===== src/rtl/ct_pkg.sv =====
package ct_pkg;
  localparam int TIME_W = 32;
  localparam int OFF_W  = 12;
  localparam int CYC_W  = 13;
  localparam int SEC_W  = 7;
  localparam int NFLAG  = 3;
  localparam int ADDR_W = 8;

  localparam int FB_SEC  = 0;
  localparam int FB_PEND = 1;
  localparam int FB_LOST = 2;

  localparam logic [ADDR_W-1:0] A_CTRL = 8'h00;
  localparam logic [ADDR_W-1:0] A_FLAG = 8'h04;
  localparam logic [ADDR_W-1:0] A_MASK = 8'h08;
  localparam logic [ADDR_W-1:0] A_STAT = 8'h0C;
  localparam logic [ADDR_W-1:0] A_TIME = 8'h14;

  typedef struct packed {
    logic src;
    logic master;
    logic en;
  } ctrl_t;

  typedef struct packed {
    logic [SEC_W-1:0] sec;
    logic [CYC_W-1:0] cyc;
    logic [OFF_W-1:0] off;
  } ctime_t;
endpackage


===== src/rtl/ct_regs.sv =====
module ct_regs
  import ct_pkg::*;
(
  input  logic              clk,
  input  logic              rst_n,
  input  logic              reg_wr,
  input  logic [ADDR_W-1:0] reg_addr,
  input  logic [NFLAG-1:0]  wdata_lo,
  input  logic [NFLAG-1:0]  flags,
  input  logic              pending,
  input  logic              lost,
  input  ctime_t            time_q,
  output ctrl_t             ctrl,
  output logic [NFLAG-1:0]  mask,
  output logic [NFLAG-1:0]  flag_clr,
  output logic              time_wr,
  output logic [TIME_W-1:0] rdata
);
  logic wr_ctrl, wr_mask, wr_flag;

  assign wr_ctrl = reg_wr && (reg_addr == A_CTRL);
  assign wr_mask = reg_wr && (reg_addr == A_MASK);
  assign wr_flag = reg_wr && (reg_addr == A_FLAG);
  assign time_wr = reg_wr && (reg_addr == A_TIME);
  assign flag_clr = wr_flag ? wdata_lo : '0;

  always_ff @(posedge clk or negedge rst_n) begin
    if (!rst_n) begin
      ctrl <= '0;
      mask <= '0;
    end else begin
      if (wr_ctrl) ctrl <= ctrl_t'(wdata_lo);
      if (wr_mask) mask <= wdata_lo;
    end
  end

  always_comb begin
    rdata = '0;
    case (reg_addr)
      A_CTRL:  rdata[NFLAG-1:0] = ctrl;
      A_FLAG:  rdata[NFLAG-1:0] = flags;
      A_MASK:  rdata[NFLAG-1:0] = mask;
      A_STAT:  rdata[1:0] = {lost, pending};
      A_TIME:  rdata = time_q;
      default: rdata = '0;
    endcase
  end
endmodule


===== src/rtl/ct_counter.sv =====
module ct_counter
  import ct_pkg::*;
#(
  parameter int OFF_WRAP = 3072,
  parameter int CYC_WRAP = 8000,
  parameter int SEC_WRAP = 128
)(
  input  logic              clk,
  input  logic              rst_n,
  input  ctrl_t             ctrl,
  input  logic              tick,
  input  logic              src_strobe,
  input  logic              cs_valid,
  input  logic [TIME_W-1:0] cs_time,
  input  logic              time_wr,
  input  logic [TIME_W-1:0] time_wdata,
  output ctime_t            time_q,
  output logic              roll,
  output logic              sec_step,
  output logic              cs_load
);
  localparam logic [OFF_W-1:0] OFF_MAX = OFF_W'(OFF_WRAP - 1);
  localparam logic [CYC_W-1:0] CYC_MAX = CYC_W'(CYC_WRAP - 1);
  localparam logic [SEC_W-1:0] SEC_MAX = SEC_W'(SEC_WRAP - 1);

  ctime_t nxt;
  logic   adv_cyc;

  assign cs_load = cs_valid && ctrl.en && !ctrl.master;

  always_comb begin
    nxt      = time_q;
    adv_cyc  = 1'b0;
    sec_step = 1'b0;
    if (time_wr) begin
      nxt = ctime_t'(time_wdata);
    end else if (cs_load) begin
      nxt = ctime_t'(cs_time);
    end else if (ctrl.en) begin
      if (ctrl.src) begin
        if (src_strobe) begin
          nxt.off = '0;
          adv_cyc = 1'b1;
        end else if (tick && (time_q.off != OFF_MAX)) begin
          nxt.off = time_q.off + 1'b1;
        end
      end else if (tick) begin
        if (time_q.off == OFF_MAX) begin
          nxt.off = '0;
          adv_cyc = 1'b1;
        end else begin
          nxt.off = time_q.off + 1'b1;
        end
      end
      if (adv_cyc) begin
        if (time_q.cyc == CYC_MAX) begin
          nxt.cyc  = '0;
          sec_step = 1'b1;
          nxt.sec  = (time_q.sec == SEC_MAX) ? '0 : time_q.sec + 1'b1;
        end else begin
          nxt.cyc = time_q.cyc + 1'b1;
        end
      end
    end
  end

  assign roll = adv_cyc;

  always_ff @(posedge clk or negedge rst_n) begin
    if (!rst_n) time_q <= '0;
    else        time_q <= nxt;
  end
endmodule


===== src/rtl/ct_status.sv =====
module ct_status
  import ct_pkg::*;
(
  input  logic             clk,
  input  logic             rst_n,
  input  ctrl_t            ctrl,
  input  logic             roll,
  input  logic             sec_step,
  input  logic             cs_load,
  input  logic             cyc_done,
  input  logic [NFLAG-1:0] flag_clr,
  input  logic [NFLAG-1:0] mask,
  output logic             pending,
  output logic             lost,
  output logic [NFLAG-1:0] flags,
  output logic             irq
);
  logic             seen;
  logic             lost_evt;
  logic [NFLAG-1:0] set_vec;

  assign lost_evt = roll && !ctrl.master && seen && !cs_load;

  always_comb begin
    set_vec          = '0;
    set_vec[FB_SEC]  = sec_step;
    set_vec[FB_PEND] = roll;
    set_vec[FB_LOST] = lost_evt;
  end

  always_ff @(posedge clk or negedge rst_n) begin
    if (!rst_n) begin
      pending <= 1'b0;
      seen    <= 1'b0;
      lost    <= 1'b0;
      flags   <= '0;
    end else begin
      if (roll)          pending <= 1'b1;
      else if (cyc_done) pending <= 1'b0;

      if (ctrl.master || cs_load) begin
        seen <= 1'b0;
        lost <= 1'b0;
      end else if (roll) begin
        if (seen) lost <= 1'b1;
        else      seen <= 1'b1;
      end

      flags <= (flags & ~flag_clr) | set_vec;
    end
  end

  assign irq = |(flags & mask);
endmodule


===== src/rtl/cyc_timer.sv =====
module cyc_timer
  import ct_pkg::*;
#(
  parameter int OFF_WRAP = 3072,
  parameter int CYC_WRAP = 8000,
  parameter int SEC_WRAP = 128
)(
  input  logic              clk,
  input  logic              rst_n,
  input  logic              tick,
  input  logic              src_strobe,
  input  logic              cs_valid,
  input  logic [TIME_W-1:0] cs_time,
  input  logic              cyc_done,
  input  logic              reg_wr,
  input  logic [ADDR_W-1:0] reg_addr,
  input  logic [TIME_W-1:0] reg_wdata,
  output logic [TIME_W-1:0] reg_rdata,
  output logic [TIME_W-1:0] cycle_time,
  output logic              cyc_pending,
  output logic              cyc_lost,
  output logic              irq
);
  ctrl_t            ctrl;
  ctime_t           time_q;
  logic [NFLAG-1:0] flags, mask, flag_clr;
  logic             time_wr, roll, sec_step, cs_load;

  ct_regs u_regs (
    .clk      (clk),
    .rst_n    (rst_n),
    .reg_wr   (reg_wr),
    .reg_addr (reg_addr),
    .wdata_lo (reg_wdata[NFLAG-1:0]),
    .flags    (flags),
    .pending  (cyc_pending),
    .lost     (cyc_lost),
    .time_q   (time_q),
    .ctrl     (ctrl),
    .mask     (mask),
    .flag_clr (flag_clr),
    .time_wr  (time_wr),
    .rdata    (reg_rdata)
  );

  ct_counter #(
    .OFF_WRAP (OFF_WRAP),
    .CYC_WRAP (CYC_WRAP),
    .SEC_WRAP (SEC_WRAP)
  ) u_cnt (
    .clk        (clk),
    .rst_n      (rst_n),
    .ctrl       (ctrl),
    .tick       (tick),
    .src_strobe (src_strobe),
    .cs_valid   (cs_valid),
    .cs_time    (cs_time),
    .time_wr    (time_wr),
    .time_wdata (reg_wdata),
    .time_q     (time_q),
    .roll       (roll),
    .sec_step   (sec_step),
    .cs_load    (cs_load)
  );

  ct_status u_stat (
    .clk      (clk),
    .rst_n    (rst_n),
    .ctrl     (ctrl),
    .roll     (roll),
    .sec_step (sec_step),
    .cs_load  (cs_load),
    .cyc_done (cyc_done),
    .flag_clr (flag_clr),
    .mask     (mask),
    .pending  (cyc_pending),
    .lost     (cyc_lost),
    .flags    (flags),
    .irq      (irq)
  );

  assign cycle_time = time_q;
endmodule


===== config.mk =====
export PLATFORM = sky130hd
export DESIGN_NAME = cyc_timer
export DESIGN_NICKNAME = d
export VERILOG_FILES = /design/src/rtl/ct_pkg.sv /design/src/rtl/ct_regs.sv /design/src/rtl/ct_counter.sv /design/src/rtl/ct_status.sv /design/src/rtl/cyc_timer.sv
export SDC_FILE = /design/constraint.sdc
export NUM_CORES = 1
export LEC_CHECK = 0
export BUFFER_PORTS_ARGS = -buffer_cell sky130_fd_sc_hd__clkbuf_2
export CORE_MARGIN = 2
export CORE_UTILIZATION = 40
export CTS_BUF_LIST = sky130_fd_sc_hd__clkbuf_8 sky130_fd_sc_hd__clkbuf_16
export CTS_CLUSTER_SIZE = 20
export DETAILED_ROUTE_END_ITERATION = 8
export PLACE_DENSITY = 0.69
export SLEW_MARGIN = 0
export SYNTH_ARGS = -nofsm -noshare
export SYNTH_HDL_FRONTEND = slang
export SYNTH_SLANG_ARGS = --single-unit

===== constraint.sdc =====
create_clock -name clk -period 4.1 [get_ports clk]
set_input_delay 0.82 -clock clk [delete_from_list [all_inputs] [get_ports clk]]
set_output_delay 0.82 -clock clk [all_outputs]
set_load 0.01 [all_outputs]

==> results of run 1 <==
[critical path, delay by kind of cell]
kind          cells  cell delay (ps)
buf+inv           3              480
simple gates      3             1090
[routing by layer]
layer | routed length, um | part of all wire, % | track usage, % | vias up
li1 | - | - | - | 1745
met3 | 835 | 7.7 | 3.99 | 12
met2 | 5150 | 48 | 39.4 | 153
met1 | 4720 | 44 | 31.8 | 1725
met4 | 123 | 1.1 | 5.63 | 0
met5 | 0 | 0 | 0 | -
[cell usage after synthesis, types with 3 or more instances]
cell type / instances
sky130_fd_sc_hd__nand3b_1: 3
sky130_fd_sc_hd__a22o_1: 4
sky130_fd_sc_hd__clkbuf_1: 14
sky130_fd_sc_hd__and3_1: 7
sky130_fd_sc_hd__mux2_4: 5
sky130_fd_sc_hd__a31oi_1: 3
sky130_fd_sc_hd__a21oi_1: 7
sky130_fd_sc_hd__o21ai_1: 4
sky130_fd_sc_hd__o21ai_0: 29
sky130_fd_sc_hd__mux2i_1: 6
sky130_fd_sc_hd__mux2_2: 3
sky130_fd_sc_hd__nor3_1: 13
sky130_fd_sc_hd__and2_1: 29
sky130_fd_sc_hd__nand3_1: 17
sky130_fd_sc_hd__dfrtp_1: 44
sky130_fd_sc_hd__nor4_1: 8
sky130_fd_sc_hd__nand4_1: 5
sky130_fd_sc_hd__o31ai_1: 8
sky130_fd_sc_hd__o22ai_1: 5
sky130_fd_sc_hd__a221oi_1: 13
sky130_fd_sc_hd__o2bb2ai_1: 6
sky130_fd_sc_hd__inv_1: 12
sky130_fd_sc_hd__ha_1: 3
sky130_fd_sc_hd__xnor2_1: 10
sky130_fd_sc_hd__xor2_1: 9
sky130_fd_sc_hd__nor2_1: 20
sky130_fd_sc_hd__buf_2: 7
sky130_fd_sc_hd__a211oi_1: 5
sky130_fd_sc_hd__nand2_1: 38
[final cells by class]
cell class                 instances  area, um^2  area share, %
tap                              105         131           3.00
sequential                        44        1100           25.2
multi-input combinational        311        2150           49.1
timing repair buffer             154         793           18.1
clock buffer                       5        68.8           1.57
inverter                          12        45.0           1.03
clock inverter                     3        90.1           2.06
[cell families after synthesis]
family,count (synthesis)
fa+ha+maj,3
compound gates,110
xor+xnor,19
simple gates,163
buf+inv,37
flops,44
mux,16
[layout by cell type (no fill, tap or decap), drive strengths merged, types with 6 or more instances in the layout]
cell	count
xnor2	10
xor2	9
inv	12
dfrtp	44
clkbuf	150
buf	9
and2	29
nor2	21
nand3	19
o21ai	33
o2bb2ai	6
nor4	10
nand2	38
and3	7
nor3	16
mux2i	6
mux2	8
a221oi	13
a21oi	7
o31ai	8
[registers in the layout, summed over array words and instances, names as in the netlist]
name and count:
u_stat.seen 1, u_regs.ctrl 3, u_regs.mask 3, u_stat.flags 3, u_stat.pending 1, u_stat.lost 1, u_cnt.time_q 32
[power groups by stage]
stage | sequential (W) | clock [W] | combinational [W]
after floorplan | 0.000641 | 0 | 0.000224
after global placement | 0.000645 | 0 | 0.000399
after detailed placement | 0.000649 | 0 | 0.000408
after CTS | 0.000641 | 0.000475 | 0.000411
after global routing | 0.000660 | 0.000492 | 0.000460
final | 0.000645 | 0.000467 | 0.000408
[path summary, 6_finish.rpt]
path / startpoint / endpoint / slack (ps) / depth (start not counted)
max in group asynchronous: rst_n / u_cnt.time_q[15] / 3080 / 2
worst max-delay path: reg_addr[1] / reg_rdata[15] / 880 / 6
min in group asynchronous: rst_n / u_cnt.time_q[25] / 610 / 2
worst min register to register: u_regs.mask[1] / u_regs.mask[1] / 530 / 2
worst min-delay path: u_regs.mask[1] / u_regs.mask[1] / 530 / 2
worst max register to register: u_cnt.time_q[0] / u_cnt.time_q[24] / 1430 / 6
[stage by stage]
step           power (W)  setup WS (ps)  hold WS (ps)  cells
2_1_floorplan   0.000866            993           465    392
3_3_place_gp     0.00104            970           496    626
3_5_place_dp     0.00106            887           513    626
4_1_cts          0.00153            884           532    634
5_1_grt          0.00161            764           552    634
6_report         0.00152            884           527    634
==> tab_implementation.tex, run 1 <==
\begin{tabular}{lr}
\hline
Metric & Value \\
\hline
\multicolumn{2}{l}{\textbf{Finish}} \\
\quad Core occupancy in the finished layout & 53.0\% \\
\quad NumNets Final & 610 \\
\quad Filler cells & 786 \\
\quad Fraction of layout cells with a size suffix above 1 & 35.2\% \\
\quad Final Cell Area & 0.00438 mm\^{}2 \\
\quad Number of diodes added for antenna fixing & 0 \\
\quad Growth of design area from synthesis to finish & 28.3\% \\
\multicolumn{2}{l}{\textbf{Place}} \\
\quad Number of buffers inserted by port buffering & between 100 and 150 \\
\quad Placed cell areas & around 0.0042 mm\^{}2 \\
\quad Final HPWL DP & between 8000 and 9000 um \\
\quad Final Wtd Congestion & 0.831 \\
\multicolumn{2}{l}{\textbf{STA}} \\
\quad Number of endpoints failing setup at the final stage & 0 \\
\quad Fin crit share & between 70\% and 80\% \\
\quad Final hold violation count & 0 \\
\quad Achievable Freq & 311 MHz \\
\quad Number of pins with negative max-slew slack in the final report & 0 \\
\quad Slew @ Worst Pin & 1090 ps \\
\quad Setup Skew & 7.35 ps \\
\quad Slew margin rel. & 27.3\% \\
\quad Setup repair after global routing missed its margin & no \\
\quad Minimum clock period after layout & 3220 ps \\
\quad Final TNS setup & 0 ps \\
\multicolumn{2}{l}{\textbf{CTS}} \\
\quad Insertion delay of the later-clocked pin in the worst-skew pair & 300 ps \\
\quad TritonCTS clock tree & built \\
\quad Clock Tree Buf Depth & 2 \\
\quad Master cell of the clock root buffer & sky130\_fd\_sc\_hd\_\_clkbuf\_8 \\
\quad H-tree levels & 2 \\
\quad Number of clock buffers inserted by TritonCTS & 5 \\
\quad Number of hold-repair buffers added at the cts stage & 0 \\
\quad Buffer count from post-CTS setup fixing & 0 \\
\quad TritonCTS sink count & 44 \\
\quad Post\_cts resized & 0 \\
\quad Clock transition at the register clock pins on the worst setup and hold paths after CTS & 90 ps \\
\multicolumn{2}{l}{\textbf{Worst setup path}} \\
\quad CP endpoint kind & output port \\
\quad Worst endpoint required time & 3280 ps \\
\quad Delay contributed by the slowest stage of the critical path & 670 ps \\
\quad Worst EP arrival & 2400 ps \\
\quad CP Class & in2out \\
\quad Critical path cell sequence & clkbuf\_2 > or4\_1 > nor3\_2 > buf\_4 > and2\_1 > clkbuf\_2 \\
\quad Slowest cell on crit path & sky130\_fd\_sc\_hd\_\_or4\_1 \\
\quad CP most frequent cell & sky130\_fd\_sc\_hd\_\_clkbuf\_2 \\
\quad Maximum net fanout on the critical path & 21 \\
\quad Kind of launch point of the worst setup path & input pin \\
\multicolumn{2}{l}{\textbf{Synthesis}} \\
\quad Post-synthesis adder-cell area fraction & 1.10\% \\
\quad Multiplexer area fraction after synthesis & about 6.3\% \\
\quad Fraction of synthesized cell area taken by the top area cell type & 32.3\% \\
\quad Post-synth net total & around 470 \\
\quad Number of flops mapped to enable cells by yosys & 0 \\
\quad Netlist area before placement & 0.00341 mm\^{}2 \\
\quad Largest family of logic cells by synthesized area & simple AND/OR/NAND/NOR gates \\
\quad Mapped Cells & 392 \\
\quad Simple-Gate Fraction of Synth Area & 27.1\% \\
\quad Yosys warns & 0 \\
\quad Synth async-reset ratio & 100\% \\
\quad Part of the Yosys area used for sequential elements & 32.3\% \\
\quad Synth Area in Compound Gates & about a quarter \\
\quad Mapped Avg Cell Area & 8.70 um\^{}2 \\
\quad Xor and xnor fraction of the mapped netlist area & 4.88\% \\
\quad Flip-flop and latch count after synthesis & between 40 and 50 \\
\quad Cell accounting for the most synthesized area & sky130\_fd\_sc\_hd\_\_dfrtp\_1 \\
\quad Prevailing post-synth register cell & sky130\_fd\_sc\_hd\_\_dfrtp\_1 \\
\quad Number of distinct library cells after synthesis & 71 \\
\quad Leading post-synthesis cells by cell area & sky130\_fd\_sc\_hd\_\_dfrtp\_1, sky130\_fd\_sc\_hd\_\_and2\_1, sky130\_fd\_sc\_hd\_\_o21ai\_0, sky130\_fd\_sc\_hd\_\_nand2\_1, sky130\_fd\_sc\_hd\_\_a221oi\_1 \\
\multicolumn{2}{l}{\textbf{Route}} \\
\quad Via density & between 5 and 6 \\
\quad First-iteration detailed-routing DRC count & 136 \\
\quad ANT nets after route & 0 \\
\quad Routed Wire Length & roughly 11000 um \\
\quad Count of unresolved DRC violations after routing & 0 \\
\quad Total number of vias & 3635 \\
\quad Number of iterations in the first detailed-routing pass & 4 \\
\quad Average routed wire per standard cell & 17.1 um \\
\multicolumn{2}{l}{\textbf{Pwr}} \\
\quad Maximum ir drop on the vdd rail & 211 uV \\
\quad Switching Fraction & between 30\% and 40\% \\
\quad Relative contribution of combinational cells to total power & 26.9\% \\
\quad Sequential group share of total power & 42.4\% \\
\quad Switching pwr & between 0.0005 and 0.0006 W \\
\quad LEAKAGE & 2.08 nW \\
\quad Clk network pwr share & 30.7\% \\
\quad Pwr dens & 347 mW/mm\^{}2 \\
\quad Cell-internal power & 0.00101 W \\
\multicolumn{2}{l}{\textbf{Floorplan}} \\
\quad Site Rows & 33 \\
\quad Die Span Y & 96.4 um \\
\quad Initial core utilization & 41.3\% \\
\quad Die area & 0.00929 mm\^{}2 \\
\quad Area of the core region & 0.00826 mm\^{}2 \\
\quad Count of pins on the block boundary & 146 \\
\quad Horizontal die dimension & 96.4 um \\
\multicolumn{2}{l}{\textbf{Global route}} \\
\quad Total routing resource utilization after global routing & 23.6\% \\
\quad Antenna violations before repair & 0 \\
\quad Global-route wire length before repair & between 15000 and 20000 um \\
\quad Pin count of the biggest net entering global routing & 45 \\
\quad Via count of the first global-routing pass & 3356 \\
\quad Overflow after GRT & 0 \\
\multicolumn{2}{l}{\textbf{Run status}} \\
\quad Status & finished, final reports clean \\
\multicolumn{2}{l}{\textbf{Run}} \\
\quad Max capacitance violation total & 0 \\
\multicolumn{2}{l}{\textbf{Min path}} \\
\quad Min-Delay Path Class & reg2reg \\
\hline
\end{tabular}
(Power assumes the default switching activity.)
==> run 2: changes to the inputs <==
clock period = 3.15 ns   (was 4.1 ns; I/O delays follow)
==> run 2 against run 1 <==
Against the previous run:
- wire length is 2.6% higher
- register-to-register slack lost 980 ps
- global-route usage increased by 0.74 points
- sequential share of layout area shrank 0.13 points
- count of clock-buffer cells in the layout is the same
- non-clock buffer count rose by 3
- combinational power increased by 30%
- via count increased by 0.94%
- clock power increased by 31%
- sequential power up 30%
- critical path type unchanged
- highest routed layer unchanged
==> tab_implementation.tex, run 2 (synthesis results as in run 1) <==
\begin{tabular}{lr}
\hline
Metric & Value \\
\hline
\multicolumn{2}{l}{\textbf{Route}} \\
\quad ANT nets after route & 0 (unchanged) \\
\quad Number of iterations in the first detailed-routing pass & 4 (unchanged) \\
\quad Count of unresolved DRC violations after routing & 0 (unchanged) \\
\quad Via density & 5.76 (+0.46\%) \\
\quad Average routed wire per standard cell & 17.4 um (+2.1\%) \\
\quad Routed Wire Length & 11100 um (+2.6\%) \\
\quad Total number of vias & 3669 (+0.94\%) \\
\quad First-iteration detailed-routing DRC count & 157 (+15\%) \\
\multicolumn{2}{l}{\textbf{CTS}} \\
\quad Number of hold-repair buffers added at the cts stage & 0 (unchanged) \\
\quad Master cell of the clock root buffer & sky130\_fd\_sc\_hd\_\_clkbuf\_8 \\
\quad Clock Tree Buf Depth & 2 (unchanged) \\
\quad TritonCTS sink count & 44 (unchanged) \\
\quad Post\_cts resized & 0 (unchanged) \\
\quad Number of clock buffers inserted by TritonCTS & 5 (unchanged) \\
\quad TritonCTS clock tree & built \\
\quad Clock transition at the register clock pins on the worst setup and hold paths after CTS & 90 ps (about the same) \\
\quad H-tree levels & 2 (unchanged) \\
\quad Insertion delay of the later-clocked pin in the worst-skew pair & 310 ps (about the same) \\
\quad Buffer count from post-CTS setup fixing & 0 (unchanged) \\
\multicolumn{2}{l}{\textbf{Min path}} \\
\quad Min-Delay Path Class & in2async \\
\multicolumn{2}{l}{\textbf{Worst setup path}} \\
\quad Worst EP arrival & 2220 ps (-180 ps) \\
\quad Launching instance or port of the critical path & reg\_addr[1] \\
\quad Maximum net fanout on the critical path & 21 (unchanged) \\
\quad CP Class & in2out \\
\quad Worst endpoint required time & 2520 ps (-760 ps) \\
\quad CP endpoint kind & output port \\
\quad Critical R2R Launch & u\_cnt.time\_q[0] \\
\quad Worst r2r path cells & 6 (unchanged) \\
\quad Kind of launch point of the worst setup path & input pin \\
\multicolumn{2}{l}{\textbf{STA}} \\
\quad Final WS setup & 296 ps (-588 ps) \\
\quad Slew margin rel. & 28.1\% (+0.81 points) \\
\quad Number of pins with negative max-slew slack in the final report & 0 (unchanged) \\
\quad Minimum clock period after layout & 2850 ps \\
\quad Setup Skew & 9.95 ps (+2.60 ps) \\
\quad Slew @ Worst Pin & 1070 ps (-12.0 ps) \\
\quad Final hold violation count & 0 (unchanged) \\
\quad Setup repair after global routing missed its margin & no \\
\quad Achievable Freq & 350 MHz \\
\quad Fin crit share & around 90\% \\
\quad Number of endpoints failing setup at the final stage & 0 (unchanged) \\
\quad Final TNS setup & 0 ps (unchanged) \\
\multicolumn{2}{l}{\textbf{Global route}} \\
\quad Pin count of the biggest net entering global routing & 38 (-16\%) \\
\quad Antenna violations before repair & 0 (unchanged) \\
\quad Overflow after GRT & 0 (unchanged) \\
\quad Via count of the first global-routing pass & 3439 (+2.5\%) \\
\quad Total routing resource utilization after global routing & 24.3\% (+0.74 points) \\
\quad Global-route wire length before repair & 17400 um (+3.1\%) \\
\multicolumn{2}{l}{\textbf{Pwr}} \\
\quad Maximum ir drop on the vdd rail & 298 uV (+41\%) \\
\quad Pwr dens & 451 mW/mm\^{}2 (+30\%) \\
\quad LEAKAGE & 2.10 nW (+0.69\%) \\
\multicolumn{2}{l}{\textbf{Finish}} \\
\quad Register ranked first by flip-flop count & u\_cnt.time\_q \\
\quad Flip-flop count of the largest register, all copies and words added & 32 (unchanged) \\
\quad Core occupancy in the finished layout & 53.3\% (+0.27 points) \\
\quad Number of diodes added for antenna fixing & 0 (unchanged) \\
\quad Top library cells by usage in the layout, fill and taps aside & sky130\_fd\_sc\_hd\_\_clkbuf\_2, sky130\_fd\_sc\_hd\_\_dfrtp\_1, sky130\_fd\_sc\_hd\_\_nand2\_1, sky130\_fd\_sc\_hd\_\_o21ai\_0, sky130\_fd\_sc\_hd\_\_and2\_1 \\
\quad NumNets Final & 613 (+0.49\%) \\
\quad Most common cell after layout, fill and taps aside & sky130\_fd\_sc\_hd\_\_clkbuf\_2 \\
\quad Non-Filler Instances & 637 (+0.47\%) \\
\quad Growth of design area from synthesis to finish & 29.0\% \\
\quad Fraction of layout cells with a size suffix above 1 & 35.5\% (+0.37 points) \\
\multicolumn{2}{l}{\textbf{Floorplan}} \\
\quad Site Rows & 33 (unchanged) \\
\quad Die area & 0.00929 mm\^{}2 (unchanged) \\
\quad Count of pins on the block boundary & 146 (unchanged) \\
\quad Initial core utilization & 41.3\% (unchanged) \\
\quad Horizontal die dimension & 96.4 um (unchanged) \\
\quad Die Span Y & 96.4 um (unchanged) \\
\quad Area of the core region & 0.00826 mm\^{}2 (unchanged) \\
\multicolumn{2}{l}{\textbf{Place}} \\
\quad Dpl ws & 313 ps (-574 ps) \\
\quad Final Wtd Congestion & 0.877 (+5.6\%) \\
\quad Number of placed instances, taps included & 629 (+0.48\%) \\
\quad Number of buffers inserted by port buffering & 145 (unchanged) \\
\quad Final HPWL DP & 8370 um (+3.2\%) \\
\multicolumn{2}{l}{\textbf{Run}} \\
\quad Max capacitance violation total & 0 (unchanged) \\
\multicolumn{2}{l}{\textbf{Run status}} \\
\quad Status & finished, final reports clean \\
\hline
\end{tabular}
-- run 2: critical path, cell delays in order --
cell and delay [ps]:
sky130_fd_sc_hd__clkbuf_2 100, sky130_fd_sc_hd__or4_1 680, sky130_fd_sc_hd__nor3_2 270, sky130_fd_sc_hd__buf_4 260, sky130_fd_sc_hd__and2_1 150, sky130_fd_sc_hd__clkbuf_2 120
-- run 2: stage by stage --
| stage | hold WS (ps) | total power [W] | area, um^2 |
|---|---|---|---|
| 2_1_floorplan | 334 | 0.00113 | 3410 |
| 3_3_place_gp | 495 | 0.00136 | 4240 |
| 3_5_place_dp | 502 | 0.00138 | 4240 |
| 4_1_cts | 275 | 0.00199 | 4400 |
| 5_1_grt | 280 | 0.00209 | 4400 |
| 6_report | 267 | 0.00199 | 4400 |
-- run 2: path summary, 6_finish.rpt --
check / to / slack (ps)
min in group clk: u_stat.pending / 490
max reg2reg: u_cnt.time_q[19] / 450
min: u_stat.lost / 270
max in group asynchronous: u_cnt.time_q[21] / 2260
max: reg_rdata[23] / 300
min reg2reg: u_regs.mask[2] / 520
-- run 2: cell type report --
| class | instances | area, um^2 |
|---|---|---|
| fillers | 801 | 3860 |
| multi-input cells | 311 | 2150 |
| flip-flops and latches | 44 | 1100 |
| repair buffers | 157 | 816 |
| well taps | 105 | 131 |
| clock inverters | 3 | 90.1 |
| clock buffers | 5 | 68.8 |
| inverters | 12 | 45.0 |
-- run 2: power breakdown --
part / switching, W / total, W / leakage [nW] / internal (W)
logic: 0.000272 / 0.000530 / 1.44 / 0.000258
clock network: 0.000218 / 0.000614 / 0.0784 / 0.000397
registers: 0.000180 / 0.000840 / 0.577 / 0.000661
total: 0.000669 / 0.00199 / 2.10 / 0.00132
-- run 2: layer usage --
metal  vias to the layer above  track usage [%]  wire (um)
met5                         -                0          0
met2                       150             41.8       5400
met3                         5             4.46        841
met4                         0             4.81         69
met1                      1764             32.0       4790
li1                       1750                -          -
